`config.mk`:
```
export PLATFORM = sky130hd
export DESIGN_NAME = srx_frame_seq
export DESIGN_NICKNAME = d
export VERILOG_FILES = /design/src/rtl/srx_pkg.sv /design/src/rtl/srx_shift.sv /design/src/rtl/srx_parity.sv /design/src/rtl/srx_ctrl.sv /design/src/rtl/srx_frame_seq.sv
export SDC_FILE = /design/constraint.sdc
export NUM_CORES = 1
export LEC_CHECK = 0
export BUFFER_PORTS_ARGS = -buffer_cell sky130_fd_sc_hd__buf_2
export CORE_UTILIZATION = 30
export CTS_BUF_LIST = sky130_fd_sc_hd__clkbuf_8 sky130_fd_sc_hd__clkbuf_16
export CTS_CLUSTER_SIZE = 20
export DETAILED_ROUTE_END_ITERATION = 10
export GPL_TIMING_DRIVEN = 0
export PLACE_DENSITY = 0.46
export SLEW_MARGIN = 15
export SYNTH_ARGS = -nofsm -noshare
export SYNTH_HDL_FRONTEND = slang
export SYNTH_SLANG_ARGS = --single-unit
```
`constraint.sdc`:
```
create_clock -name clk -period 2 [get_ports clk]
set_input_delay 0.4 -clock clk [delete_from_list [all_inputs] [get_ports clk]]
set_output_delay 0.4 -clock clk [all_outputs]
set_load 0.02 [all_outputs]
```
`src/rtl/srx_pkg.sv`:
```
package srx_pkg;
  typedef enum logic [1:0] {
    PH_START = 2'd0,
    PH_DATA  = 2'd1,
    PH_PAR   = 2'd2,
    PH_STOP  = 2'd3
  } srx_phase_e;
endpackage

```
`src/rtl/srx_shift.sv`:
```
module srx_shift #(
  parameter int DW = 8
) (
  input  logic          clk,
  input  logic          rst_n,
  input  logic          clr_i,
  input  logic          sh_en_i,
  input  logic          ins_low_i,
  input  logic          bit_i,
  output logic [DW-1:0] nxt_o
);
  logic [DW-1:0] sr_q;
  logic [DW-1:0] base;

  always_comb begin
    base  = clr_i ? '0 : sr_q;
    nxt_o = base;
    if (sh_en_i) begin
      nxt_o = base >> 1;
      if (ins_low_i) nxt_o[DW-2] = bit_i;
      else           nxt_o[DW-1] = bit_i;
    end
  end

  always_ff @(posedge clk or negedge rst_n) begin
    if (!rst_n) sr_q <= '0;
    else        sr_q <= nxt_o;
  end
endmodule

```
`src/rtl/srx_parity.sv`:
```
module srx_parity (
  input  logic clk,
  input  logic rst_n,
  input  logic clr_i,
  input  logic fold_i,
  input  logic bit_i,
  output logic acc_o
);
  logic acc_q;
  logic acc_nxt;

  always_comb begin
    acc_nxt = clr_i ? 1'b0 : acc_q;
    if (fold_i) acc_nxt = acc_nxt ^ bit_i;
  end

  always_ff @(posedge clk or negedge rst_n) begin
    if (!rst_n) acc_q <= 1'b0;
    else        acc_q <= acc_nxt;
  end

  assign acc_o = acc_q;
endmodule

```
`src/rtl/srx_ctrl.sv`:
```
module srx_ctrl
  import srx_pkg::*;
#(
  parameter int DW = 8
) (
  input  logic clk,
  input  logic rst_n,
  input  logic smp_i,
  input  logic line_i,
  input  logic short_i,
  input  logic par_en_i,
  input  logic sync_i,
  output logic clr_o,
  output logic shift_o,
  output logic fold_o,
  output logic fin_o,
  output logic stop_chk_o,
  output logic abort_o
);
  localparam int CW = $clog2(DW + 1);

  srx_phase_e    ph_q, ph_d;
  logic [CW-1:0] cnt_q, cnt_d;
  logic [CW-1:0] nbits;

  assign nbits = short_i ? CW'(DW - 1) : CW'(DW);

  always_comb begin
    ph_d       = ph_q;
    cnt_d      = cnt_q;
    clr_o      = 1'b0;
    shift_o    = 1'b0;
    fold_o     = 1'b0;
    fin_o      = 1'b0;
    stop_chk_o = 1'b0;
    abort_o    = 1'b0;
    if (smp_i) begin
      unique case (ph_q)
        PH_START: begin
          if (sync_i) begin
            clr_o   = 1'b1;
            shift_o = 1'b1;
            fold_o  = 1'b1;
            cnt_d   = nbits - CW'(1);
            ph_d    = PH_DATA;
          end else if (line_i) begin
            abort_o = 1'b1;
          end else begin
            clr_o = 1'b1;
            cnt_d = nbits;
            ph_d  = PH_DATA;
          end
        end
        PH_DATA: begin
          shift_o = 1'b1;
          fold_o  = 1'b1;
          cnt_d   = cnt_q - CW'(1);
          if (cnt_q == CW'(1)) begin
            if (sync_i) begin
              fin_o = 1'b1;
              ph_d  = PH_START;
            end else if (par_en_i) begin
              ph_d = PH_PAR;
            end else begin
              ph_d = PH_STOP;
            end
          end
        end
        PH_PAR: begin
          fold_o = 1'b1;
          ph_d   = PH_STOP;
        end
        PH_STOP: begin
          stop_chk_o = 1'b1;
          fin_o      = 1'b1;
          ph_d       = PH_START;
        end
        default: ph_d = PH_START;
      endcase
    end
  end

  always_ff @(posedge clk or negedge rst_n) begin
    if (!rst_n) begin
      ph_q  <= PH_START;
      cnt_q <= '0;
    end else begin
      ph_q  <= ph_d;
      cnt_q <= cnt_d;
    end
  end
endmodule

```
`src/rtl/srx_frame_seq.sv`:
```
module srx_frame_seq #(
  parameter int DW = 8
) (
  input  logic          clk,
  input  logic          rst_n,
  input  logic          line_i,
  input  logic          smp_i,
  input  logic          mode_short_i,
  input  logic          par_en_i,
  input  logic          par_odd_i,
  input  logic          sync_i,
  input  logic          err_clr_i,
  output logic [DW-1:0] data_o,
  output logic          done_o,
  output logic          clk_stop_o,
  output logic          fer_o,
  output logic          per_o
);
  logic          clr, shift, fold, fin, stop_chk, abort_req;
  logic          acc;
  logic [DW-1:0] sr_nxt;
  logic          fer_set, per_set;

  srx_ctrl #(.DW(DW)) u_ctrl (
    .clk        (clk),
    .rst_n      (rst_n),
    .smp_i      (smp_i),
    .line_i     (line_i),
    .short_i    (mode_short_i),
    .par_en_i   (par_en_i),
    .sync_i     (sync_i),
    .clr_o      (clr),
    .shift_o    (shift),
    .fold_o     (fold),
    .fin_o      (fin),
    .stop_chk_o (stop_chk),
    .abort_o    (abort_req)
  );

  srx_shift #(.DW(DW)) u_shift (
    .clk       (clk),
    .rst_n     (rst_n),
    .clr_i     (clr),
    .sh_en_i   (shift),
    .ins_low_i (mode_short_i & ~sync_i),
    .bit_i     (line_i),
    .nxt_o     (sr_nxt)
  );

  srx_parity u_par (
    .clk    (clk),
    .rst_n  (rst_n),
    .clr_i  (clr),
    .fold_i (fold),
    .bit_i  (line_i),
    .acc_o  (acc)
  );

  assign fer_set = stop_chk & ~line_i;
  assign per_set = stop_chk & line_i & par_en_i & (acc ^ par_odd_i);

  always_ff @(posedge clk or negedge rst_n) begin
    if (!rst_n) begin
      data_o     <= '0;
      done_o     <= 1'b0;
      clk_stop_o <= 1'b0;
      fer_o      <= 1'b0;
      per_o      <= 1'b0;
    end else begin
      done_o     <= fin;
      clk_stop_o <= abort_req;
      if (fin) data_o <= sr_nxt;
      if (fer_set)        fer_o <= 1'b1;
      else if (err_clr_i) fer_o <= 1'b0;
      if (per_set)        per_o <= 1'b1;
      else if (err_clr_i) per_o <= 1'b0;
    end
  end
endmodule

```
==> flow_summary.yaml <==
drt:
  drtIter0Drc: 20
  viasPerCell: 4.61
  ant_nets: 0
  dr.pass1.iters: 3
  vias: 1055
  totalWireLength_um: 3060
  drc: 0
  wl_per_cell_um: 13.4
yosys:
  synthesis.area_um2: 1470
  synth-main-ff-cell: "dfrtp_1"
  syn_inst: 137
  ys_ff_latch: 27
  avgSynthCellArea_um2: 10.7
  ys.warnings.count: 0
  syn-num-nets: 156
  synth_edf_count: 0
  async_flop_share_pct: 100
  yosysUniqueCellTypes: 42
  ys_seq_area_share_pct: 46.1
timing:
  min_period_ps: 1850
  min_period_over_period_pct: 92.6
  relSlewSlack_pct: 59.8
  skew_ps: 5.27
  finalSetupViolations: 0
  finalSetupTns_ps: 0
  hold_violations: 0
  fmax_mhz: 540
  drv_slew: 0
  tightest_slew_ps: 603
  setup_ws_ps: 148
  rsz0062_at_grt: "false"
cells_and_area:
  drive_above_1_share_pct: 27.2
  final_common_cell: "dfrtp_1"
  final_core_util_pct: 36.2
  nets: 182
  num_antenna_cells: 0
  area_growth_pct: 16.7
  nFillCells: 501
  final_cell_mix: "dfrtp_1, buf_2, inv_1"
grt:
  grt_pass1_vias: 1045
  track_usage_pct: 13.0
  grt_max_degree: 28
  overflow: 0
  grt_first_pass_wirelength_um: 5150
  antenna_found_initial: 0
worst_setup_path:
  cp_max_fo: 10
  worstSetupPathType: "reg2reg"
  crit_path_end_kind: "flip-flop"
  cp-start-kind: "flip-flop"
  required_ps: 2180
  cp-endpoint: "data_o[6]"
  r2r-end: "data_o[6]"
  worst-r2r-cell-count: 7
  slowest_delay_ps: 450
  r2r_slack_ps: 150
  cp_slowest_cell: "dfrtp_1"
  critPathLaunch: "u_ctrl.ph_q[0]"
  arrival_ps: 2030
  crit_path_cell_trace: "inv_1 > ha_1 > buf_4 > nand2_1 > o21ai_2 > a311oi_4 > mux2_1"
  reg2reg_from: "u_ctrl.ph_q[0]"
cts:
  cts.clk_slew.worst_paths_ps: 100
  htree_levels: 1
  clock_path_buffers: 2
  clk_latency_ps: 280
  cts-buffers-inserted: 3
  cts_root_buf: "clkbuf_8"
  cts.sinks: 27
  cts_tree: "built"
  hold_buffers: 0
placement:
  portBuffers: 20
  dp_slack_ps: 5.50
  gp_congestion: 0.732
  hpwl_um: 2290
pwr:
  ir_drop_uv: 481
  power.density_nw_per_um2: 1380
  p_leak_nw: 0.836
die:
  io-pin-count: 21
  design.die.area_um2: 5170
  core_um2: 4720
  start_util_pct: 31.0
  num_rows: 25
  die_x_um: 71.9
  die_h_um: 71.9
run_status:
  status: "finished clean"
flow_run:
  max-cap-violations: 0
min_path:
  hold_class: "in2async"
[worst max-delay path: cells and delay by family (launching register included)]
kind            cells  cell delay, ps
mux                 1             290
fa+ha+maj           1             210
flops               1             450
simple gates        1             150
compound gates      2             330
buf+inv             2             320
[metrics by stage]
step	cell area, µm²	power (mW)	hold slack, ps	instances
after floorplan	1470	1.75	104	137
after global placement	1650	2.01	448	224
after detailed placement	1650	2.04	464	224
after CTS	1700	2.38	146	228
after global routing	1710	2.55	174	229
final	1710	2.36	112	229
[power by group]
part           switching, mW  internal [mW]
combinational          0.626          0.499
sequential             0.149          0.755
clock                  0.188          0.142
total                  0.963           1.40
[metal layers]
| layer | GRT usage (%) | up-vias | share of wire, % |
|---|---|---|---|
| met3 | 2.64 | 5 | 3.1 |
| met2 | 19.5 | 13 | 44 |
| li1 | - | 529 | - |
| met5 | 0 | - | 0 |
| met4 | 5.23 | 0 | 1.7 |
| met1 | 18.5 | 508 | 51 |
[state kept, by name, summed over array words and instances, names as in the netlist, named ones only]
name and count:
u_par.acc_o 1, u_shift.sr_q 8, per_o 1, u_ctrl.cnt_q 4, u_ctrl.ph_q 1, data_o 8
clk_stop_o 1, done_o 1, fer_o 1
[synthesized netlist by cell type (all sizes together), types with 2 or more instances]
cell / count / share of area [%]
a211oi: 2 / 1.0
a21oi: 5 / 1.7
and2: 2 / 1.0
buf: 5 / 2.7
dfrtp: 27 / 46
ha: 10 / 8.5
inv: 13 / 3.3
mux2: 3 / 2.3
mux2i: 6 / 4.1
nand2: 10 / 2.7
nand3b: 3 / 1.8
nand4: 3 / 1.3
nor2: 11 / 3.0
nor3: 3 / 1.0
o21ai: 8 / 3.2
o22ai: 2 / 0.85
o2bb2ai: 6 / 3.6
xnor2: 2 / 1.2
[worst min-delay path by stage]
stage | slack (ps) | start | depth (start not counted) | end
final | 110 | rst_n | 1 | u_ctrl.cnt_q[2]
after global routing | 170 | rst_n | 1 | u_ctrl.cnt_q[2]
after CTS | 150 | rst_n | 1 | u_ctrl.cnt_q[2]
after detailed placement | 460 | rst_n | 1 | u_ctrl.cnt_q[0]
after global placement | 450 | rst_n | 1 | u_ctrl.cnt_q[0]
after floorplan | 100 | rst_n | 0 | asynchronous set/reset pin
[layout make-up]
class	instances	area, µm²	share of cell area, %
Timing Repair Buffer	21	108	6.29
Buffer	5	40.0	2.34
Clock inverter	1	7.51	0.439
Sequential cell	27	676	39.5
Clock buffer	3	41.3	2.41
Tap cell	67	83.8	4.90
Multi-Input combinational cell	92	707	41.3
Inverter	13	48.8	2.85
[kinds of logic after synthesis]
group                      after synthesis  synth area share (%)
DFF                                     27                  46.1
adders and majority gates               10                  8.53
AOI/OAI and AO/OA                       33                  17.9
xor gates and xnor gates                 2                  1.19
and+or+nand+nor                         38                  13.8
buffers and inverters                   18                  6.06
muxes                                    9                  6.40
[what timing repair did]
action / 4_1_cts / 5_1_grt
endpoints found under the setup margin: 4 / 6
pin swaps: 0 / 1
resized for setup: 1 / 0
setup buffers: 0 / 1
(Power assumes the default switching activity.)
